==> config.mk <==
export PLATFORM = sky130hd
export DESIGN_NAME = i2c_pin_timing
export DESIGN_NICKNAME = d
export VERILOG_FILES = /design/src/rtl/i2c_tm_pkg.sv /design/src/rtl/i2c_settle.sv /design/src/rtl/i2c_tx_hold.sv /design/src/rtl/i2c_setup_stretch.sv /design/src/rtl/i2c_pin_timing.sv
export SDC_FILE = /design/constraint.sdc
export NUM_CORES = 1
export LEC_CHECK = 0
export BUFFER_PORTS_ARGS = -buffer_cell sky130_fd_sc_hd__buf_2
export CAP_MARGIN = 0
export CORE_AREA = 2 2 79 81
export CTS_CLUSTER_SIZE = 12
export DETAILED_ROUTE_END_ITERATION = 12
export DIE_AREA = 0 0 81 83
export PLACE_DENSITY = 0.78
export SKIP_LAST_GASP = 1
export SYNTH_ARGS = -nofsm -noshare
export SYNTH_HDL_FRONTEND = slang
export SYNTH_SLANG_ARGS = --single-unit
==> constraint.sdc <==
create_clock -name clk -period 3 [get_ports clk]
set_input_delay 0.3 -clock clk [delete_from_list [all_inputs] [get_ports clk]]
set_output_delay 0.3 -clock clk [all_outputs]
set_load 0.05 [all_outputs]
==> src/rtl/i2c_tm_pkg.sv <==
package i2c_tm_pkg;

  // Limit actually applied by the glitch filters: zero is raised to one.
  function automatic logic [7:0] spike_floor(input logic [7:0] lim);
    return (lim == 8'd0) ? 8'd1 : lim;
  endfunction

  // A settling counter has run long enough to let a new level through.
  function automatic logic settle_due(input logic [7:0] cnt, input logic [7:0] lim,
                                      input logic bypass);
    return bypass || (cnt >= lim);
  endfunction

endpackage

==> src/rtl/i2c_settle.sv <==
module i2c_settle #(
  parameter int CNT_W = 8,
  parameter logic RST_VAL = 1'b1
) (
  input  logic             clk,
  input  logic             rst_n,
  input  logic             din,
  input  logic [CNT_W-1:0] lim,
  input  logic             bypass,
  output logic             dout
);
  import i2c_tm_pkg::*;

  logic [CNT_W-1:0] cnt;
  logic             differs;
  logic             due;

  assign differs = (din != dout);
  assign due     = settle_due(8'(cnt), 8'(lim), bypass);

  always_ff @(posedge clk or negedge rst_n) begin
    if (!rst_n) begin
      dout <= RST_VAL;
      cnt  <= '0;
    end else if (!differs) begin
      cnt <= '0;
    end else if (due) begin
      dout <= din;
      cnt  <= '0;
    end else begin
      cnt <= cnt + 1'b1;
    end
  end
endmodule

==> src/rtl/i2c_tx_hold.sv <==
module i2c_tx_hold #(
  parameter int HOLD_W = 16
) (
  input  logic              clk,
  input  logic              rst_n,
  input  logic              scl_line,
  input  logic              req,
  input  logic [HOLD_W-1:0] hold_len,
  output logic              drive,
  output logic              fall,
  output logic              busy,
  output logic              upd
);
  logic              scl_q;
  logic [HOLD_W-1:0] cnt;

  assign fall = scl_q & ~scl_line;
  assign busy = fall | (cnt != '0);
  assign upd  = ~busy & (req != drive);

  always_ff @(posedge clk or negedge rst_n) begin
    if (!rst_n) begin
      scl_q <= 1'b1;
      cnt   <= '0;
      drive <= 1'b0;
    end else begin
      scl_q <= scl_line;
      if (fall)
        cnt <= hold_len;
      else if (cnt != '0)
        cnt <= cnt - 1'b1;
      if (upd)
        drive <= req;
    end
  end
endmodule

==> src/rtl/i2c_setup_stretch.sv <==
module i2c_setup_stretch #(
  parameter int SU_W = 8
) (
  input  logic            clk,
  input  logic            rst_n,
  input  logic            start,
  input  logic [SU_W-1:0] setup_len,
  output logic            active
);
  logic [SU_W-1:0] cnt;

  assign active = (cnt != '0);

  always_ff @(posedge clk or negedge rst_n) begin
    if (!rst_n)
      cnt <= '0;
    else if (start)
      cnt <= setup_len;
    else if (active)
      cnt <= cnt - 1'b1;
  end
endmodule

==> src/rtl/i2c_pin_timing.sv <==
module i2c_pin_timing #(
  parameter int SPK_W  = 8,
  parameter int HOLD_W = 16,
  parameter int RXH_W  = 8,
  parameter int SU_W   = 8
) (
  input  logic              clk,
  input  logic              rst_n,
  input  logic [SPK_W-1:0]  cfg_spike,
  input  logic [HOLD_W-1:0] cfg_tx_hold,
  input  logic [RXH_W-1:0]  cfg_rx_hold,
  input  logic [SU_W-1:0]   cfg_setup,
  input  logic              scl_raw,
  input  logic              sda_raw,
  input  logic              eng_sda_low,
  input  logic              eng_scl_low,
  input  logic              slv_tx,
  output logic              scl_filt,
  output logic              sda_filt,
  output logic              sda_rx,
  output logic              sda_oe,
  output logic              scl_oe
);
  import i2c_tm_pkg::*;

  localparam int NLINES = 2;

  logic [NLINES-1:0] raw_vec;
  logic [NLINES-1:0] filt_vec;
  logic [SPK_W-1:0]  spike_eff;
  logic              scl_fall;
  logic              hold_busy;
  logic              sda_upd;
  logic              stretch;

  assign spike_eff = SPK_W'(spike_floor(8'(cfg_spike)));
  assign raw_vec   = {sda_raw, scl_raw};

  for (genvar g = 0; g < NLINES; g++) begin : g_filt
    i2c_settle #(.CNT_W(SPK_W), .RST_VAL(1'b1)) u_filt (
      .clk    (clk),
      .rst_n  (rst_n),
      .din    (raw_vec[g]),
      .lim    (spike_eff),
      .bypass (1'b0),
      .dout   (filt_vec[g])
    );
  end

  assign scl_filt = filt_vec[0];
  assign sda_filt = filt_vec[1];

  // Receive extension: pass-through when SCL is low, delayed while high.
  i2c_settle #(.CNT_W(RXH_W), .RST_VAL(1'b1)) u_rx_ext (
    .clk    (clk),
    .rst_n  (rst_n),
    .din    (sda_filt),
    .lim    (cfg_rx_hold),
    .bypass (~scl_filt),
    .dout   (sda_rx)
  );

  i2c_tx_hold #(.HOLD_W(HOLD_W)) u_tx_hold (
    .clk      (clk),
    .rst_n    (rst_n),
    .scl_line (scl_filt),
    .req      (eng_sda_low),
    .hold_len (cfg_tx_hold),
    .drive    (sda_oe),
    .fall     (scl_fall),
    .busy     (hold_busy),
    .upd      (sda_upd)
  );

  i2c_setup_stretch #(.SU_W(SU_W)) u_setup (
    .clk       (clk),
    .rst_n     (rst_n),
    .start     (sda_upd),
    .setup_len (cfg_setup),
    .active    (stretch)
  );

  assign scl_oe = eng_scl_low | (slv_tx & stretch);
endmodule

# After elaboration in Yosys (flattened, before gate mapping)
# Cells that the tools add are included.
[op_classes]
addsub = 5
n_lt_le_gt_ge = 3
eq_ne = 4
mux = 11
bitwise = 7
reduce_logical = 9
[ops]
columns = ["operator", "count"]
rows = [
  ["2-to-1 mux 8 bit", 9],
  ["2-to-1 mux 16 bit", 2],
  ["adder 8 x 1 -> 8 bit (second input constant)", 3],
  ["greater-or-equal comparator 8 bit", 3],
  ["nonzero test 16 bit", 1],
  ["subtractor 16 x 1 -> 16 bit (second input constant)", 1],
  ["zero test 8 bit", 1],
  ["nonzero test 8 bit", 1],
  ["subtractor 8 x 1 -> 8 bit (second input constant)", 1],
  ["AND reduction 2 bit", 3],
  ["!= test 1 bit", 4],
  ["nonzero test 2 bit", 2],
  ["AND 1 bit", 3],
  ["NOT 1 bit", 2],
  ["bitwise OR 1 bit", 2],
  ["logical OR 1 bit", 1],
]
[totals]
regBits = 53
in_bits = 47
output_inout_bits = 5

# Logic depth before layout (Yosys ltp)
# Gate-level depths: netlist of the first run.
[depth]
depth_word = 6
mapped_depth = 8
depth_no_buf = 8

# Hierarchy
# Synthesis of the first run repeated with hierarchy kept, for this count alone.
[unflattened]
cells_unflattened = 362
hier_area_um2 = 3497.1
[modules_own_cells]
columns = ["module", "n_inst", "cells_per_inst", "area_per_inst_um2", "seq_area_each_um2"]
rows = [
  ["i2c_settle", 3, 61, 620.6, 226.5],
  ["i2c_tx_hold", 1, 111, 1078.5, 451.7],
  ["i2c_setup_stretch", 1, 55, 490.5, 200.2],
  ["i2c_pin_timing", 1, 13, 66.3, 0.0],
]

# Least setup slack after synthesis of the first run
# Ideal clock, no wire load.
[synth_path]
path_kind = "register to register"
from = "register u_tx_hold.cnt[0]"
to = "register u_setup.cnt[5]"
t_arrival_ns = 2.144
required_time_ns = 2.875
slack_ns = 0.731
path_stages_with_launch = 7
path_buffers = 0
synth_period_minus_slack_ns = 2.269
path_cell_list = "dfrtp_1 > inv_1 > ha_1 > nor4b_1 > nand4_1 > nor3_2 > mux2_2"
[synth_via]
elab_chain_cells = 5
word_cells_on_any_way = 6
cone_classes = "1 x mux; 3 x bitwise; 2 x reduce/logical"
[synth_rtl]
columns = ["item", "line", "text"]
rows = [
  ["start, declared", "i2c_tx_hold.sv:15", "logic [HOLD_W-1:0] cnt;"],
  ["start signal, assigned", "i2c_tx_hold.sv:29", "cnt <= hold_len;"],
  ["start signal, assigned", "i2c_tx_hold.sv:31", "cnt <= cnt - 1'b1;"],
  ["nonzero test 16 bit *", "i2c_tx_hold.sv:18", "assign busy = fall | (cnt != '0);"],
  ["bitwise OR 1 bit *", "i2c_tx_hold.sv:18", ""],
  ["NOT 1 bit *", "i2c_tx_hold.sv:19", "assign upd = ~busy & (req != drive);"],
  ["AND 1 bit *", "i2c_tx_hold.sv:19", ""],
  ["2-to-1 mux 8 bit or nonzero test 2 bit (tied branches)", "-", ""],
  ["end signal, assigned", "i2c_setup_stretch.sv:18", "cnt <= setup_len;"],
  ["end signal, assigned", "i2c_setup_stretch.sv:20", "cnt <= cnt - 1'b1;"],
  ["end, declared", "i2c_setup_stretch.sv:10", "logic [SU_W-1:0] cnt;"],
]
# Mark *: on every way between the ends. The rest lies on a longest branch, timed or not.
# A chain may end at the register's enable or synchronous reset.

# Final worst setup path of the first run
[layout_path]
from = "register u_setup.cnt[0]"
to = "output scl_oe"
[layout_via]
elab_chain_cells = 3
[layout_rtl]
columns = ["item", "line", "text"]
rows = [
  ["nonzero test 8 bit", "i2c_setup_stretch.sv:12", "assign active = (cnt != '0);"],
  ["AND 1 bit", "i2c_pin_timing.sv:83", "assign scl_oe = eng_scl_low | (slv_tx & stretch);"],
  ["bitwise OR 1 bit", "i2c_pin_timing.sv:83", ""],
  ["end, declared", "i2c_pin_timing.sv:22", "output logic scl_oe"],
]
# No other way between the ends.

==> impl_metrics.csv, run 1 <==
group,metric,value,unit
outcome,status,"finished, final reports clean",
global_route,grt_max_degree,33,
sta,hold_viol_final,0,
floorplan,start_util,55.19,%
sta,maxSlewViolCount,0,
global_route,antenna_found_initial,0,
min_path,hp-class,"in -> async",
sta,slew_headroom,35.87,%
sta,whs,0.02958,ns
finish,instances_no_fill,480,
floorplan,fp.dieH,83,µm
synthesis,ys_seq_area_share,41.48,%
sta,fmax,426.3,MHz
drt,firstDrtPassIters,4,
cts,clk_path_buf_depth,2,
place,io_buffer_count,51,
critical_path,worstPathRequired,2.70,ns
drt,avgRoutedWirePerCell,13.05,µm
synthesis,synthTopCellsByArea,"dfrtp_1, ha_1, nor2_1, xor2_1, xnor2_1",
power_and_ir_drop,power.density,740.4,nW/µm²
synthesis,synthCells,346,
power_and_ir_drop,swShare,39.00,%
synthesis,synth_top_area_share,38.21,%
critical_path,max_stage_delay,0.43,ns
power_and_ir_drop,seqPwrFrac,45.5,%
power_and_ir_drop,power_frac_comb,36.9,%
sta,rsz0062_at_grt,"no",
place,hpwl,4.797,mm
sta,period_needed,2.346,ns
critical_path,cp_slowest_cell,"dfrtp_1",
critical_path,cp_max_fo,6,
global_route,overflow,0,
synthesis,synth_ff_type,"dfrtp_1",
cts,path_clk_slew,0.10,ns
finish,layout_common_cells,"buf_2, dfrtp_1, nor2_1, ha_1, nand2_1",
power_and_ir_drop,finalPower,2.730,mW
sta,fin_skew,0.01486,ns
synthesis,synth_top_cell_by_area,"dfrtp_1",
critical_path,start_kind,"flop",
synthesis,synth_area_per_cell,9.276,µm²
finish,drive_gt1_share,19.51,%
place,gp_congestion,0.8289,
synthesis,synth-edff-count,0,
floorplan,fp.dieW,81,µm
cts,cts_root_buffer,"clkbuf_8",
power_and_ir_drop,p_int,1.665,mW
power_and_ir_drop,leakagePower,1.796,nW
finish,regArea,1331,µm²
finish,multiInputGateArea,1753,µm²
finish,final_core_util,63.40,%
sta,timing.final.ws_setup,0.6541,ns
power_and_ir_drop,p_sw,1.065,mW
drt,routed_wl,6.265,mm
critical_path,crit_type,"reg -> out",
place,post_dp_cell_area,3580,µm²
job,maxCapViolCount,0,
synthesis,yosysUniqueCellTypes,46,
drt,vias_per_cell,5.417,
cts,ctsResizeCount,0,
sta,setup_viol,0,
drt,vias,2600,
floorplan,core_area,5816,µm²
sta,finalCritPeriodShare,78.20,%
sta,worstMarginPinSlew,0.9600,ns
global_route,grt_pass1_wl,10.94,mm
global_route,grt_pass1_vias,2569,
power_and_ir_drop,power_frac_clock,17.5,%
drt,drcViolationCount,0,
finish,syn_to_final_growth,14.89,%
critical_path,cp-end-kind,"primary output",
cts,cts_max_level,2,
cts,postCtsSetupRepairBufs,0,
drt,drt-initial-drc-count,120,
critical_path,crit_arrival,2.05,ns
cts,cts.sinks,53,
place,dp_cells,472,
finish,nNetsFinal,481,
cts,ctsHoldBuffers,0,
drt,ant_nets,0,
finish,nFillCells,510,
floorplan,die_area,6723,µm²
floorplan,ios,52,
finish,num_antenna_cells,0,
cts,cts_tree,"done",
synthesis,syn_area,3209,µm²
synthesis,ys_ff_latch,53,
cts,cts_made_buffers,5,
place,place_ws,0.6577,ns
power_and_ir_drop,vdd_drop_max,0.3775,mV
global_route,track_usage,20.14,%
floorplan,std_cell_rows,28,
sta,setup_tns,0,ns
synthesis,ys_warn_count,0,
critical_path,path_cells,"inv_1 -> ha_1 -> nor3b_1 -> nand2_1 -> a21o_1 -> buf_2",
finish,layout.cells.most_common,"buf_2",
finish,layout.cell_area.non_filler,3687,µm²
cts,clock_latency,0.31,ns
synthesis,synth-async-reset-ratio,100.0,%
synthesis,syn-num-nets,423,
==> final timing paths <==
kind | from | slack, ns | end | cells past startpoint
max | u_setup.cnt[0] | 0.65 | scl_oe | 6
min | rst_n | 0.03 | u_rx_ext.cnt[7] | 1
min reg2reg | g_filt[0].u_filt.dout | 0.42 | u_tx_hold.scl_q | 0
max in group asynchronous | rst_n | 2.27 | u_tx_hold.scl_q | 2
max reg2reg | u_tx_hold.cnt[10] | 0.69 | u_tx_hold.cnt[11] | 5
min in group clk | cfg_setup[1] | 0.19 | u_setup.cnt[1] | 2
==> kinds of logic (layout without fill, tap and decap cells) <==
kind of cell | count (synthesis) | after routing | share of synthesized area (%)
mux | 7 | 7 | 2.417
compound gates | 60 | 60 | 11.38
fa+ha+maj | 30 | 30 | 11.70
buf+inv | 33 | 92 | 3.899
simple gates | 132 | 132 | 20.66
flops | 53 | 53 | 41.48
xor+xnor | 31 | 31 | 8.460
==> area by class of cell <==
| type | count | share of cell area (%) |
|---|---|---|
| Timing Repair Buffer | 57 | 8.144 |
| Multi-Input combinational cell | 260 | 47.54 |
| Clock buffer | 6 | 1.968 |
| Clock inverter | 2 | 0.9501 |
| Sequential cell | 53 | 36.10 |
| Tap cell | 75 | 2.545 |
| Inverter | 27 | 2.749 |
==> cells in the mapped netlist (2+ instances only) <==
cell / n
xnor2_1: 14
nand4_1: 3
nand2_1: 29
or4_1: 3
nor2_1: 41
and3_1: 9
ha_1: 30
o31ai_1: 4
a21o_1: 3
nor4_1: 7
a2111o_1: 2
dfstp_2: 4
nand2b_1: 5
o21ai_0: 20
mux2_2: 6
nor3_1: 4
nand3_1: 16
dfrtp_1: 49
a21oi_1: 18
a31oi_1: 5
or3_1: 3
inv_1: 27
clkbuf_1: 5
xor2_1: 17
==> worst max-delay path: cells and delay by family, from the launching register on <==
kind / cells / cell delay [ns]
fa+ha+maj: 1 / 0.19
buf+inv: 2 / 0.31
compound gates: 1 / 0.22
flops: 1 / 0.43
simple gates: 2 / 0.58
==> sequential cells by signal, summed over array words and instances (netlist names) <==
name and cells:
g_filt.u_filt.cnt 16, g_filt.u_filt.dout 2, u_rx_ext.cnt 8, u_rx_ext.dout 1, u_setup.cnt 8, u_tx_hold.cnt 16, u_tx_hold.drive 1, u_tx_hold.scl_q 1
==> power by group through the flow <==
stage          logic (mW)  clock network, mW  registers [mW]
5_1_grt              1.15              0.522            1.28
2_1_floorplan       0.733                  0            1.25
6_report             1.01              0.479            1.24
4_1_cts              1.02              0.495            1.24
3_3_place_gp        0.987                  0            1.23
3_5_place_dp         1.01                  0            1.25
==> routing by layer <==
| layer | wire length, µm | up-vias | track usage (%) |
|---|---|---|---|
| li1 | - | 1323 | - |
| met1 | 2876 | 1216 | 26.59 |
| met2 | 3086 | 52 | 33.96 |
| met3 | 231 | 9 | 3.696 |
| met4 | 70 | 0 | 4.931 |
| met5 | 0 | - | 0 |
Note: power is estimated with default switching activity, not from simulation.
==> run 2: changes to the inputs <==
- clock period: 3 -> 2.5 ns (I/O delays scaled with it)
==> impl_metrics.csv, run 2 (synthesis results as in run 1) <==
group,metric,value,unit
drt,avgRoutedWirePerCell,13.08,µm
finish,layout_common_cells,"buf_2, dfrtp_1, nor2_1, ha_1, nand2_1",
critical_path,crit_arrival,2.52,ns
finish,syn_to_final_growth,16.92,%
finish,num_antenna_cells,0,
global_route,antenna_found_initial,0,
global_route,grt_pass1_wl,11.14,mm
critical_path,regToRegStartpoint,"u_tx_hold.cnt[1]",
cts,clk_path_buf_depth,2,
cts,postCtsSetupRepairBufs,0,
power_and_ir_drop,power_frac_comb,37.2,%
finish,layout.cell_area.non_filler,3752,µm²
floorplan,ios,52,
critical_path,start_kind,"flop",
finish,instances_no_fill,486,
sta,rsz0062_at_grt,"no",
sta,maxSlewViolCount,0,
cts,clock_latency,0.31,ns
power_and_ir_drop,finalPower,3.351,mW
sta,worstMarginPinSlew,1.023,ns
power_and_ir_drop,p_sw,1.299,mW
sta,setup_tns,0,ns
sta,fin_skew,0.008558,ns
power_and_ir_drop,power_frac_clock,18.3,%
min_path,hp-class,"in -> reg",
finish,reg.largest.list,"g_filt.u_filt.cnt x16, u_tx_hold.cnt x16",
sta,hold_viol_final,0,
place,dp_cells,477,
floorplan,die_area,6723,µm²
sta,fmax,438.3,MHz
cts,cts_made_buffers,5,
critical_path,cp-end-kind,"flop",
finish,final_core_util,64.52,%
outcome,status,"finished, final reports clean",
cts,cts_max_level,2,
sta,setup_viol,0,
power_and_ir_drop,vdd_drop_max,0.5028,mV
critical_path,crit_type,"reg -> reg",
place,gp_congestion,0.8643,
power_and_ir_drop,seqPwrFrac,44.5,%
drt,drt-initial-drc-count,127,
sta,finalCritPeriodShare,91.26,%
floorplan,core_area,5816,µm²
place,post_dp_cell_area,3617,µm²
finish,nNetsFinal,487,
global_route,grt_max_degree,33,
sta,whs,0.1314,ns
job,maxCapViolCount,0,
finish,drive_gt1_share,20.92,%
critical_path,reg2reg_depth,5,
cts,cts_tree,"done",
place,hpwl,4.922,mm
critical_path,worstPathRequired,2.74,ns
drt,routed_wl,6.357,mm
power_and_ir_drop,swShare,38.76,%
finish,layout.cells.most_common,"buf_2",
floorplan,fp.dieW,81,µm
drt,vias,2629,
min_path,holdPathStages,3,
cts,path_clk_slew,0.10,ns
drt,firstDrtPassIters,4,
power_and_ir_drop,p_int,2.052,mW
cts,cts_root_buffer,"clkbuf_8",
global_route,overflow,0,
critical_path,r2r_slack,0.22,ns
floorplan,start_util,55.19,%
floorplan,std_cell_rows,28,
drt,drcViolationCount,0,
drt,ant_nets,0,
place,place_ws,0.2087,ns
cts,cts.sinks,53,
sta,timing.final.ws_setup,0.2185,ns
sta,period_needed,2.282,ns
critical_path,reg2reg_to,"u_tx_hold.cnt[15]",
min_path,hp-start,"cfg_tx_hold[10]",
global_route,grt_pass1_vias,2604,
floorplan,fp.dieH,83,µm
global_route,track_usage,20.71,%
power_and_ir_drop,power.density,893.0,nW/µm²
sta,slew_headroom,31.64,%
power_and_ir_drop,leakagePower,1.830,nW
place,io_buffer_count,51,
min_path,holdPathEnd,"u_tx_hold.cnt[10]",
critical_path,cp_max_fo,5,
drt,vias_per_cell,5.409,
[run 2: power by group through the flow]
stage               combinational (mW)  clock, mW  sequential (mW)
detailed placement                1.25          0             1.50
global placement                  1.21          0             1.48
floorplan                        0.880          0             1.51
finish                            1.25      0.613             1.49
CTS                               1.26      0.632             1.48
global route                      1.43      0.666             1.54
[run 2: area by class of cell]
type                    count  area (µm²)
repair buffers             63       347.8
clock buffers               6       82.58
clock inverters             2       37.54
well taps                  75       93.84
fillers                   501        2063
flip-flops and latches     53        1331
multi-input cells         260        1758
inverters                  27       101.3
[run 2: worst max path at each step]
stage,from,end,slack (ns),cells after the start
after global placement,cfg_spike[2],g_filt[1].u_filt.dout,0.22,8
after detailed placement,cfg_spike[2],g_filt[0].u_filt.dout,0.21,8
after global routing,u_tx_hold.cnt[0],u_setup.cnt[5],0.05,6
final,u_tx_hold.cnt[1],u_tx_hold.cnt[15],0.22,5
after CTS,u_setup.cnt[0],scl_oe,0.16,6
after floorplan,u_tx_hold.cnt[0],u_setup.cnt[5],0.23,6
[run 2: critical path: stages (launching register included)]
cell and delay [ns]:
dfrtp_1 0.41, or4_4 0.56, or4b_4 0.53, or2_0 0.23, or3_1 0.32, a31oi_1 0.16
[run 2: per-layer routing]
layer,track usage [%],wire [µm]
met2,35.54,3207
met1,26.28,2882
met3,4.674,209
met5,0,0
met4,4.777,57
[run 2: repair_timing]
action	CTS	global route
endpoints found under the setup margin	0	1
hold buffers	1	0
resized for setup	0	1
endpoints found under the hold margin	13	0
